$ cat config.mk
export PLATFORM = sky130hd
export DESIGN_NAME = useq_addr_gen
export DESIGN_NICKNAME = d
export VERILOG_FILES = /design/src/rtl/useq_pkg.sv /design/src/rtl/useq_decode_map.sv /design/src/rtl/useq_cond_eval.sv /design/src/rtl/useq_next_sel.sv /design/src/rtl/useq_inc_reg.sv /design/src/rtl/useq_addr_gen.sv
export SDC_FILE = /design/constraint.sdc
export NUM_CORES = 1
export LEC_CHECK = 0
export BUFFER_PORTS_ARGS = -buffer_cell sky130_fd_sc_hd__buf_2
export CELL_PAD_IN_SITES_DETAIL_PLACEMENT = 1
export CELL_PAD_IN_SITES_GLOBAL_PLACEMENT = 1
export CORE_ASPECT_RATIO = 1.25
export CORE_UTILIZATION = 33
export CTS_CLUSTER_SIZE = 8
export DETAILED_ROUTE_END_ITERATION = 6
export PLACE_DENSITY = 0.9
export SLEW_MARGIN = 30
export SYNTH_ARGS = -nofsm -noshare
export SYNTH_HDL_FRONTEND = slang
export SYNTH_HIERARCHICAL = 1
export SYNTH_SLANG_ARGS = --single-unit
$ cat constraint.sdc
create_clock -name clk -period 3.6 [get_ports clk]
set_input_delay 0.54 -clock clk [delete_from_list [all_inputs] [get_ports clk]]
set_output_delay 0.54 -clock clk [all_outputs]
set_load 0.02 [all_outputs]
$ cat src/rtl/useq_pkg.sv
// Package: shared constants and encodings for the microprogram sequencer.
// Assumes a fixed 11-bit control-store address, which the decode mapping needs.
package useq_pkg;

    localparam int CS_ADDR_W = 11;
    localparam int INSTR_W   = 32;
    localparam int COND_W    = 3;

    // Opcode field positions inside the instruction word
    localparam int OP_HI  = 31;
    localparam int OP_LO  = 30;
    localparam int OP2_HI = 24;
    localparam int OP2_LO = 22;
    localparam int OP3_HI = 24;
    localparam int OP3_LO = 19;

    // Reserved address reached by decoding the all-ones word
    localparam logic [CS_ADDR_W-1:0] HALT_ADDR = 11'd2044;
    // Fixed entry used for OP = 01
    localparam logic [CS_ADDR_W-1:0] CALL_ADDR = 11'b101_0000_0000;

    typedef enum logic [COND_W-1:0] {
        COND_NEVER  = 3'd0,
        COND_NEG    = 3'd1,
        COND_ZERO   = 3'd2,
        COND_OVF    = 3'd3,
        COND_CARRY  = 3'd4,
        COND_IRBIT  = 3'd5,
        COND_ALWAYS = 3'd6,
        COND_DECODE = 3'd7
    } cond_e;

    typedef enum logic [1:0] {
        SRC_INC    = 2'd0,
        SRC_JUMP   = 2'd1,
        SRC_DECODE = 2'd2
    } src_e;

endpackage

$ cat src/rtl/useq_decode_map.sv
// Module: maps instruction opcode fields to a control-store entry address.
// Assumes the field positions in useq_pkg. Purely combinational. Branch and
// SETHI share one entry, so the immediate bits never take part.
module useq_decode_map
    import useq_pkg::*;
(
    input  logic [INSTR_W-1:0]   instr,
    output logic [CS_ADDR_W-1:0] dec_addr,
    output logic                 halt_word
);

    logic [1:0]             op;
    logic [OP2_HI-OP2_LO:0] op2;
    logic [OP3_HI-OP3_LO:0] op3;

    assign op  = instr[OP_HI:OP_LO];
    assign op2 = instr[OP2_HI:OP2_LO];
    assign op3 = instr[OP3_HI:OP3_LO];

    // Purpose: build the entry address from OP, OP2 and OP3.
    always_comb begin
        unique case (op)
            2'b00:   dec_addr = {3'b100, op2, 5'b00000};
            2'b01:   dec_addr = CALL_ADDR;
            default: dec_addr = {1'b1, op, op3, 2'b00};
        endcase
    end

    // Purpose: detect the all-ones halt word.
    assign halt_word = &instr;

endmodule

$ cat src/rtl/useq_cond_eval.sv
// Module: evaluates the microword condition field against the status flags.
// Assumes the cond_e encoding. Produces a jump request and a decode request.
module useq_cond_eval
    import useq_pkg::*;
(
    input  logic [COND_W-1:0] cond_sel,
    input  logic              flag_n,
    input  logic              flag_z,
    input  logic              flag_v,
    input  logic              flag_c,
    input  logic              ir_bit,
    output logic              take_jump,
    output logic              take_decode
);

    // Purpose: select the tested condition and classify the requested path.
    always_comb begin
        take_jump   = 1'b0;
        take_decode = 1'b0;
        unique case (cond_e'(cond_sel))
            COND_NEVER:  take_jump = 1'b0;
            COND_NEG:    take_jump = flag_n;
            COND_ZERO:   take_jump = flag_z;
            COND_OVF:    take_jump = flag_v;
            COND_CARRY:  take_jump = flag_c;
            COND_IRBIT:  take_jump = ir_bit;
            COND_ALWAYS: take_jump = 1'b1;
            COND_DECODE: take_decode = 1'b1;
            default:     take_jump = 1'b0;
        endcase
    end

endmodule

$ cat src/rtl/useq_next_sel.sv
// Module: picks the next address source and the next halt value.
// Assumes take_jump and take_decode are never both set. Combinational.
module useq_next_sel
    import useq_pkg::*;
(
    input  logic                 take_jump,
    input  logic                 take_decode,
    input  logic                 halt_word,
    input  logic [CS_ADDR_W-1:0] inc_addr,
    input  logic [CS_ADDR_W-1:0] jump_addr,
    input  logic [CS_ADDR_W-1:0] dec_addr,
    output src_e                 src,
    output logic [CS_ADDR_W-1:0] nxt_addr,
    output logic                 nxt_halt
);

    // Purpose: priority encode the source; decode wins over jump.
    always_comb begin
        if (take_decode)    src = SRC_DECODE;
        else if (take_jump) src = SRC_JUMP;
        else                src = SRC_INC;
    end

    // Purpose: steer the chosen source onto the next-address bus.
    always_comb begin
        unique case (src)
            SRC_DECODE: nxt_addr = dec_addr;
            SRC_JUMP:   nxt_addr = jump_addr;
            default:    nxt_addr = inc_addr;
        endcase
    end

    // Purpose: halt is only raised by decoding the all-ones word.
    assign nxt_halt = (src == SRC_DECODE) && halt_word;

endmodule

$ cat src/rtl/useq_inc_reg.sv
// Module: registered address incrementer, loaded with next address plus one.
// Assumes falling-edge clocking and synchronous active-low reset. Holding
// this value in a register keeps the increment path free of combinational loops.
module useq_inc_reg
    import useq_pkg::*;
#(
    parameter logic [CS_ADDR_W-1:0] RESET_ADDR = '0
) (
    input  logic                 clk,
    input  logic                 rst_n,
    input  logic                 load_en,
    input  logic [CS_ADDR_W-1:0] nxt_addr,
    output logic [CS_ADDR_W-1:0] inc_addr
);

    localparam logic [CS_ADDR_W-1:0] ONE = {{(CS_ADDR_W-1){1'b0}}, 1'b1};

    // Purpose: capture next address plus one whenever the sequencer advances.
    always_ff @(negedge clk) begin
        if (!rst_n)       inc_addr <= RESET_ADDR + ONE;
        else if (load_en) inc_addr <= nxt_addr + ONE;
    end

endmodule

$ cat src/rtl/useq_addr_gen.sv
// Module: top of the microprogram sequencer. Holds the control-store address
// and the halt flag, and stalls while a memory strobe waits for its acknowledge.
// Assumes falling-edge clocking, synchronous active-low reset, and one
// microword per cycle coming from the current address.
module useq_addr_gen
    import useq_pkg::*;
#(
    parameter logic [CS_ADDR_W-1:0] RESET_ADDR  = '0,
    parameter int                   IR_TEST_BIT = 13
) (
    input  logic                 clk,
    input  logic                 rst_n,
    input  logic [COND_W-1:0]    cond_sel,
    input  logic [CS_ADDR_W-1:0] jump_addr,
    input  logic                 flag_n,
    input  logic                 flag_z,
    input  logic                 flag_v,
    input  logic                 flag_c,
    input  logic [INSTR_W-1:0]   instr,
    input  logic                 mem_rd,
    input  logic                 mem_wr,
    input  logic                 mem_ack,
    output logic [CS_ADDR_W-1:0] cs_addr,
    output logic                 halt
);

    localparam logic [CS_ADDR_W-1:0] ONE = {{(CS_ADDR_W-1){1'b0}}, 1'b1};

    logic                 take_jump;
    logic                 take_decode;
    logic                 halt_word;
    logic                 stall;
    logic                 load_en;
    src_e                 src;
    logic [CS_ADDR_W-1:0] dec_addr;
    logic [CS_ADDR_W-1:0] inc_addr;
    logic [CS_ADDR_W-1:0] nxt_addr;
    logic                 nxt_halt;
    logic [CS_ADDR_W-1:0] addr_q;
    logic                 halt_q;

    useq_decode_map u_decode (
        .instr     (instr),
        .dec_addr  (dec_addr),
        .halt_word (halt_word)
    );

    useq_cond_eval u_cond (
        .cond_sel    (cond_sel),
        .flag_n      (flag_n),
        .flag_z      (flag_z),
        .flag_v      (flag_v),
        .flag_c      (flag_c),
        .ir_bit      (instr[IR_TEST_BIT]),
        .take_jump   (take_jump),
        .take_decode (take_decode)
    );

    useq_next_sel u_sel (
        .take_jump   (take_jump),
        .take_decode (take_decode),
        .halt_word   (halt_word),
        .inc_addr    (inc_addr),
        .jump_addr   (jump_addr),
        .dec_addr    (dec_addr),
        .src         (src),
        .nxt_addr    (nxt_addr),
        .nxt_halt    (nxt_halt)
    );

    useq_inc_reg #(.RESET_ADDR(RESET_ADDR)) u_inc (
        .clk      (clk),
        .rst_n    (rst_n),
        .load_en  (load_en),
        .nxt_addr (nxt_addr),
        .inc_addr (inc_addr)
    );

    // Purpose: an unacknowledged read or write freezes the whole sequencer.
    assign stall   = (mem_rd && !mem_ack) || (mem_wr && !mem_ack);
    assign load_en = !stall;

    // Purpose: hold the control-store address and halt flag.
    always_ff @(negedge clk) begin
        if (!rst_n) begin
            addr_q <= RESET_ADDR;
            halt_q <= 1'b0;
        end else if (load_en) begin
            addr_q <= nxt_addr;
            halt_q <= nxt_halt;
        end
    end

    assign cs_addr = addr_q;
    assign halt    = halt_q;

    // a stalled access leaves address and halt untouched
    assert_hold_R8: assert property (@(negedge clk) disable iff (!rst_n)
        ((mem_rd || mem_wr) && !mem_ack) |=> ($stable(cs_addr) && $stable(halt)));

    // the never condition steps by one, wrapping at the top
    assert_step_R2: assert property (@(negedge clk) disable iff (!rst_n)
        (cond_sel == 3'd0 && !((mem_rd || mem_wr) && !mem_ack))
        |=> (cs_addr == $past(cs_addr) + ONE));

    // the always condition takes the microword target
    assert_jump_R4: assert property (@(negedge clk) disable iff (!rst_n)
        (cond_sel == 3'd6 && !((mem_rd || mem_wr) && !mem_ack))
        |=> (cs_addr == $past(jump_addr) && !halt));

    // OP = 01 decodes to the fixed entry
    assert_call_R6: assert property (@(negedge clk) disable iff (!rst_n)
        (cond_sel == 3'd7 && instr[31:30] == 2'b01 && !((mem_rd || mem_wr) && !mem_ack))
        |=> (cs_addr == CALL_ADDR));

    // halt is only seen at the reserved address
    assert_halt_R9: assert property (@(negedge clk) disable iff (!rst_n)
        halt |-> (cs_addr == HALT_ADDR));

endmodule

# Yosys cells after proc, flatten, opt, wreduce, memory -nomap -nowiden
# Cells that the tools add are included.
[totals] output_inout_bits=12 regBits=23 in_bits=55 wordCells=27
[classes] n_eq_ne=10 addsub=1 mux=6 n_reduce_logical=7
[op_table] op="$reduce_and 32->1" count=1
[op_table] op="$pmux 11 s2" count=1
[op_table] op="$pmux 10 s2" count=1
[op_table] op="$eq 3x3->1 const B" count=4
[op_table] op="$add 11x1->11 const B" count=1
[op_table] op="$eq 3x2->1 const B" count=2
[op_table] op="$pmux 1 s6" count=1
[op_table] op="$eq 2x1->1 const B" count=2
[op_table] op="$eq 3x1->1 const B" count=1
[op_table] op="$logic_and 1x1->1" count=3
[op_table] op="$eq 2x2->1 const B" count=1
[op_table] op="$logic_not 2->1" count=1
[op_table] op="$mux 1" count=2
[op_table] op="$mux 2" count=1
[op_table] op="$logic_not 1->1" count=1
[op_table] op="$logic_or 1x1->1" count=1

# Depth between registers and ports, before layout
# Gate-level depths: netlist (run 1).
[logic_depth] depth_word=7 mapped_depth=10 depth_no_buf=9

# By module
# Netlist (run 1), hierarchy kept.
[modules_own_cells] mod="useq_inc_reg" cells_each=67 area_each_um2=554.3 seq_area_each_um2=220.2 instances=1
[modules_own_cells] mod="useq_addr_gen" cells_each=55 area_each_um2=509.2 seq_area_each_um2=240.2 instances=1
[modules_own_cells] mod="useq_next_sel" cells_each=39 area_each_um2=247.7 seq_area_each_um2=0.0 instances=1
[modules_own_cells] mod="useq_decode_map" cells_each=25 area_each_um2=150.1 seq_area_each_um2=0.0 instances=1
[modules_own_cells] mod="useq_cond_eval" cells_each=9 area_each_um2=60.1 seq_area_each_um2=0.0 instances=1

==> results of run 1 <==
-- state kept, by name, indices dropped and copies added, names as in the netlist --
| register | count |
|---|---|
| cs_addr | 11 |
| halt | 1 |
| u_inc/inc_addr | 11 |
-- how the worst max path moves through the flow --
stage | from | to | slack (ps) | cells past startpoint
final | cond_sel[1] | u_inc/inc_addr[10]$_SDFFE_NN0P_ | -790 | 14
after global routing | cond_sel[1] | u_inc/inc_addr[10]$_SDFFE_NN0P_ | -780 | 14
after CTS | cond_sel[1] | u_inc/inc_addr[6]$_SDFFE_NN0P_ | -610 | 12
after detailed placement | cond_sel[2] | u_inc/inc_addr[8]$_SDFFE_NN0P_ | -950 | 11
after global placement | cond_sel[2] | u_inc/inc_addr[8]$_SDFFE_NN0P_ | -880 | 11
after floorplan | cond_sel[2] | u_inc/inc_addr[10]$_SDFFE_NN0P_ | -840 | 9
-- per-stage QoR --
step / instances / hold WS [ps] / worst slack (ps) / setup TNS, ps
2_1_floorplan: 194 / 424.0 / -839.0 / -7180
3_3_place_gp: 332 / 446.0 / -875.8 / -12090
3_5_place_dp: 332 / 462.2 / -954.2 / -13650
4_1_cts: 367 / 469.5 / -606.3 / -5959
5_1_grt: 382 / 516.1 / -779.4 / -9779
6_report: 382 / 491.9 / -788.6 / -9233
-- placed cells by master, fill, tap and decap left out, drive strengths merged --
master	count
a211oi	1
a21o	1
a21oi	3
a311oi	2
a31oi	3
a32oi	1
and2	7
and3	2
buf	117
bufinv	1
clkbuf	4
conb	3
dfxtp	23
diode	1
ha	1
inv	27
mux2i	25
nand2	42
nand2b	1
nand3	6
nand4	9
nor2	6
nor2b	1
o21ai	23
o21ba	1
o31ai	1
o32a	1
or3	4
or4	4
xnor2	1
xor2	2
-- layer usage --
metal / vias to the layer above / track usage (%)
li1: 931 / -
met1: 1004 / 27.84
met2: 120 / 55.98
met3: 45 / 7.794
met4: 0 / 17.67
met5: - / 0
-- what timing repair did --
item / CTS / global route
gates resized for setup: 46 / 66
buffers inserted: 9 / 20
hold endpoints to repair: 0 / 0
gates cloned: 1 / 0
pin swaps: 19 / 30
setup endpoints to repair: 21 / 22
-- cell type report --
class | instances | area (µm²) | share of cell area [%]
Multi-Input combinational cell | 151 | 1335 | 45.25
Timing Repair Buffer | 118 | 899.6 | 30.49
Sequential cell | 23 | 460.4 | 15.61
Clock inverter | 24 | 116.4 | 3.944
Tap cell | 58 | 72.57 | 2.460
Clock buffer | 3 | 41.29 | 1.399
Inverter | 4 | 22.52 | 0.7634
Antenna cell | 1 | 2.502 | 0.08482
-- power breakdown --
part	switching (W)	internal, W
Clock	0.000195	0.000183
Sequential	0.0000231	0.000280
Combinational	0.000240	0.000233
-- worst register-to-register path, delay by kind of cell (launching register included) --
kind | cells | cell delay, ps
mux | 1 | 100
simple gates | 3 | 690
flops | 1 | 400
compound gates | 1 | 280
fa+ha+maj | 1 | 260
==> out/results.tsv, run 1 <==
metric	value	unit
status	finished, violations left	
failing checks	negative setup slack	
Clk Tree Root Cell	clkbuf_8	
Avg Cell Area, Syn	7.812	µm²
Finish-stage setup viols	22	
first-pass detailed-route iteration total	4	
worst-margin pin slew	523.3	ps
Inserted Clock Buffers	3	
Area after DPL	2103	µm²
flop-to-flop setup slack	1770	ps
antenna viol nets, final	0	
Die W	62.46	µm
Mapped Area	1508	µm²
Peak VDD IR	0.3096	mV
Routed WL	9.223	mm
Post-Syn Instances	193	
row cnt	27	
Fillers	511	
via count	2100	
Clock Skew	26.30	ps
fin util	67.18	%
Layout Nets	380	
Routed met3 length	537	µm
CP Buf/Inv Count	5	
worst endpoint required time	2060	ps
Die H	77.57	µm
Slowest Stage Delay on Critical Path	420	ps
CP Class	in2reg	
htree depth	1	
Iter 0 DRT Violations	139	
Hold Path Origin	cs_addr[10]$_SDFFE_NN0N_	
FF-to-FF Start	u_inc/inc_addr[0]$_SDFFE_NN1P_	
global-route wire length before repair	11.07	mm
Final Hold Fails	0	
Floorplan Core Area	4392	µm²
Final Cell Area	2950	µm²
overall global routing resource usage	29.52	%
WP data arrival	2850	ps
initial antenna violation count	1	
Worst path slowest cell	or4_1	
Final Total Pwr	0.001155	W
Clock Latency Late Sink	370	ps
total gr overflow	0	
routed length on met1	3.400	mm
delay-heaviest family, CP	simple AND/OR/NAND/NOR gates	
r2r worst-path depth	6	
Pwr Density	391.4	nW/µm²
Max FO, Critical Path	5	
hold buffer count at CTS	0	
Top Layer Used	met4	
Worst setup EP type	register	
leakage power	1.329	nW
CP Cell Sequence	buf_8 > buf_6 > a21o_4 > nand2_2 > a32oi_2 > buf_4 > buf_12 > buf_12 > mux2i_4 > o21ai_4 > ha_4 > nand2_2 > or4_1 > and3_1	
Worst-path clk slew	60	ps
TritonCTS clock tree	built	
die area	4845	µm²
WHS Endpoint	cs_addr[10]$_SDFFE_NN0N_	
IO Pins	67	
Worst R2R End	u_inc/inc_addr[10]$_SDFFE_NN0P_	
IO buf count	66	
DRC viols	0	
Slew Viols, Final	0	
Hold Path Class	reg2reg	
Layout area overhead	95.68	%
met2 routed WL	4.682	mm
Hold Path Depth	2	
RSZ-0062 raised after global routing	true	
GP Congestion	0.9200	
Slew HR	65.12	%
Clock Tree Buf Depth	2	
share of layout cells above drive strength 1	56.35	%
Setup crit start kind	primary input	
post-DP HPWL	4.041	mm
CTS Sinks	23	
Starting Density	34.33	%
final setup margin	-788.6	ps
vias in the first global route	2338	
routed vias/inst	5.497	
pin count of the biggest net entering global routing	23	
Ys Warns	6	
DR WL/cell	24.14	µm
# Max-Cap Violations	0	
Note: power is estimated with default switching activity, not from simulation.
==> run 2: changes to the inputs <==
--- a/config.mk
+++ b/config.mk
@@ -5,14 +5,16 @@
 export SDC_FILE = /design/constraint.sdc
 export NUM_CORES = 1
 export LEC_CHECK = 0
-export BUFFER_PORTS_ARGS = -buffer_cell sky130_fd_sc_hd__buf_2
+export CAP_MARGIN = 10
 export CELL_PAD_IN_SITES_DETAIL_PLACEMENT = 1
 export CELL_PAD_IN_SITES_GLOBAL_PLACEMENT = 1
 export CORE_ASPECT_RATIO = 1.25
-export CORE_UTILIZATION = 33
+export CORE_UTILIZATION = 43
 export CTS_CLUSTER_SIZE = 8
 export DETAILED_ROUTE_END_ITERATION = 6
-export PLACE_DENSITY = 0.9
+export DONT_BUFFER_PORTS = 1
+export PLACE_DENSITY = 0.87
+export RECOVER_POWER = 100
 export SLEW_MARGIN = 30
 export SYNTH_ARGS = -nofsm -noshare
 export SYNTH_HDL_FRONTEND = slang
==> out/results.tsv, run 2 (same netlist as run 1, synthesis figures left out) <==
metric	value	unit	change
global-route wire length before repair	7.369	mm	was 11.07 mm
IO buf count	0		was 66
routed vias/inst	6.252		was 5.497
delay-heaviest family, CP	compound AO/OA/AOI/OAI gates		was simple AND/OR/NAND/NOR gates
met1 Track Usage GR	25.24	%	was 27.84%
via count	1738		was 2100
initial antenna violation count	0		was 1
Clock Tree Buf Depth	2		unchanged
overall global routing resource usage	27.92	%	was 29.52%
failing checks	negative setup slack		unchanged
Routed WL	6.535	mm	was 9.223 mm
Floorplan Core Area	3281	µm²	was 4392 µm²
Layout Nets	298		was 380
Final Hold Fails	0		unchanged
WP data arrival	2730	ps	was 2850 ps
RSZ-0062 raised after global routing	true		unchanged
Die H	68.21	µm	was 77.57 µm
Clock Skew	29.15	ps	was 26.30 ps
Max FO, Critical Path	5		unchanged
Inserted Clock Buffers	3		unchanged
Iter 0 DRT Violations	88		was 139
Hold Path Class	reg2reg		unchanged
leading cell type in the layout, fill and taps excluded	nand2_1		was buf_2
first-pass detailed-route iteration total	4		unchanged
GR met3 Demand/Resource	9.333	%	was 7.794%
GP Congestion	0.8566		was 0.9200
Die W	54.96	µm	was 62.46 µm
pin count of the biggest net entering global routing	33		was 23
total gr overflow	0		unchanged
CP Class	in2reg		unchanged
Worst-path clk slew	60	ps	about the same
Finish-stage setup viols	17		was 22
row cnt	23		was 27
antenna viol nets, final	0		unchanged
Layout area overhead	41.74	%	was 95.68%
Worst path slowest cell	or3_1		was or4_1
Slew Viols, Final	0		unchanged
leakage power	0.9044	nW	was 1.329 nW
die area	3749	µm²	was 4845 µm²
CP Buf/Inv Count	4		was 5
IO Pins	67		unchanged
Fillers	405		was 511
TritonCTS clock tree	built		unchanged
Final Instance Count excl. Fillers	278		was 382
most used cell, CP	buf_12		
ant diodes	0		was 1
grt met2 use	53.92	%	was 55.98%
post-DP HPWL	3.385	mm	was 4.041 mm
status	finished, violations left		unchanged
Pwr Density	451.8	nW/µm²	was 391.4 nW/µm²
CP Cell Sequence	inv_8 > o32a_1 > a32oi_2 > buf_12 > buf_12 > mux2i_1 > o21ai_2 > nand2_2 > buf_4 > or3_1 > a311oi_1		was buf_8 > buf_6 > a21o_4 > nand2_2 > a32oi_2 > buf_4 > buf_12 > buf_12 > mux2i_4 > o21ai_4 > ha_4 > nand2_2 > or4_1 > and3_1
pre-CTS setup slack	-963.7	ps	was -954.2 ps
Setup crit start kind	primary input		unchanged
Peak VDD IR	0.3241	mV	was 0.3096 mV
final setup margin	-683.8	ps	was -788.6 ps
commonest cells after routing, fill and taps aside	nand2_1, buf_4, inv_1		was buf_2, nand2_1, inv_1, buf_6
DR WL/cell	23.51	µm	was 24.14 µm
Clock Latency Late Sink	370	ps	about the same
fin util	65.14	%	was 67.18%
gr busiest metal	met2		unchanged
Clk Tree Root Cell	clkbuf_8		unchanged
DP Cell Count	240		was 332
# Max-Cap Violations	0		unchanged
Starting Density	45.96	%	was 34.33%
Slowest Stage Delay on Critical Path	360	ps	was 420 ps
share of layout cells above drive strength 1	31.54	%	was 56.35%
Worst setup EP type	register		unchanged
htree depth	1		unchanged
Slew HR	65.56	%	was 65.12%
vias in the first global route	1709		was 2338
DRC viols	0		unchanged
worst endpoint required time	2040	ps	was 2060 ps
worst-margin pin slew	516.5	ps	was 523.3 ps
CTS Sinks	23		unchanged
-- run 2: area by class of cell --
type | instances | area [µm²] | area share [%]
clock buffers | 3 | 41.29 | 1.932
clock inverters | 24 | 116.4 | 5.445
inverters | 4 | 22.52 | 1.054
multi-input cells | 151 | 1124 | 52.58
flip-flops and latches | 23 | 460.4 | 21.55
well taps | 37 | 46.29 | 2.166
repair buffers | 36 | 326.6 | 15.28
-- run 2: metal layers --
| layer | part of all wire [%] | up-vias |
|---|---|---|
| li1 | - | 767 |
| met1 | 34 | 845 |
| met2 | 54 | 97 |
| met3 | 7.1 | 29 |
| met4 | 4.6 | 0 |
| met5 | 0 | - |
-- run 2: metrics by stage --
step / TNS [ps] / area [µm²] / hold slack [ps] / power, W
2_1_floorplan: -7180 / 1565 / 424.0 / 0.0004876
3_3_place_gp: -8568 / 1697 / 437.7 / 0.0005391
3_5_place_dp: -10580 / 1697 / 452.2 / 0.0005517
4_1_cts: -3874 / 1864 / 471.8 / 0.0008685
5_1_grt: -6800 / 2137 / 503.3 / 0.001010
6_report: -5886 / 2137 / 491.6 / 0.0009655
-- run 2: power breakdown --
group | internal [W] | switching, W | leakage (nW)
logic | 0.000144 | 0.000144 | 0.556
clock network | 0.000183 | 0.000183 | 0.158
registers | 0.000281 | 0.0000321 | 0.190
-- run 2: worst register-to-register path: cells and delay by family, from the launching register on --
family | cells | cell delay [ps]
mux | 1 | 100
buf+inv | 1 | 160
flops | 1 | 320
compound gates | 2 | 600
simple gates | 2 | 480
-- run 2: worst paths after layout --
check	startpoint	to	slack (ps)	cells past startpoint
min	u_inc/inc_addr[0]$_SDFFE_NN1P_	u_inc/inc_addr[0]$_SDFFE_NN1P_	490	2
max	cond_sel[2]	u_inc/inc_addr[5]$_SDFFE_NN0P_	-680	11
min reg2reg	u_inc/inc_addr[0]$_SDFFE_NN1P_	u_inc/inc_addr[0]$_SDFFE_NN1P_	490	2
max reg2reg	u_inc/inc_addr[1]$_SDFFE_NN0P_	u_inc/inc_addr[5]$_SDFFE_NN0P_	1830	6
-- run 2: what timing repair did --
action | 4_1_cts | 5_1_grt
setup buffers | 1 | 12
hold buffers | 0 | 0
pin swaps | 4 | 19
setup endpoints to repair | 13 | 15
cloned | 0 | 0
endpoints found under the hold margin | 0 | 0
gates resized for setup | 5 | 34
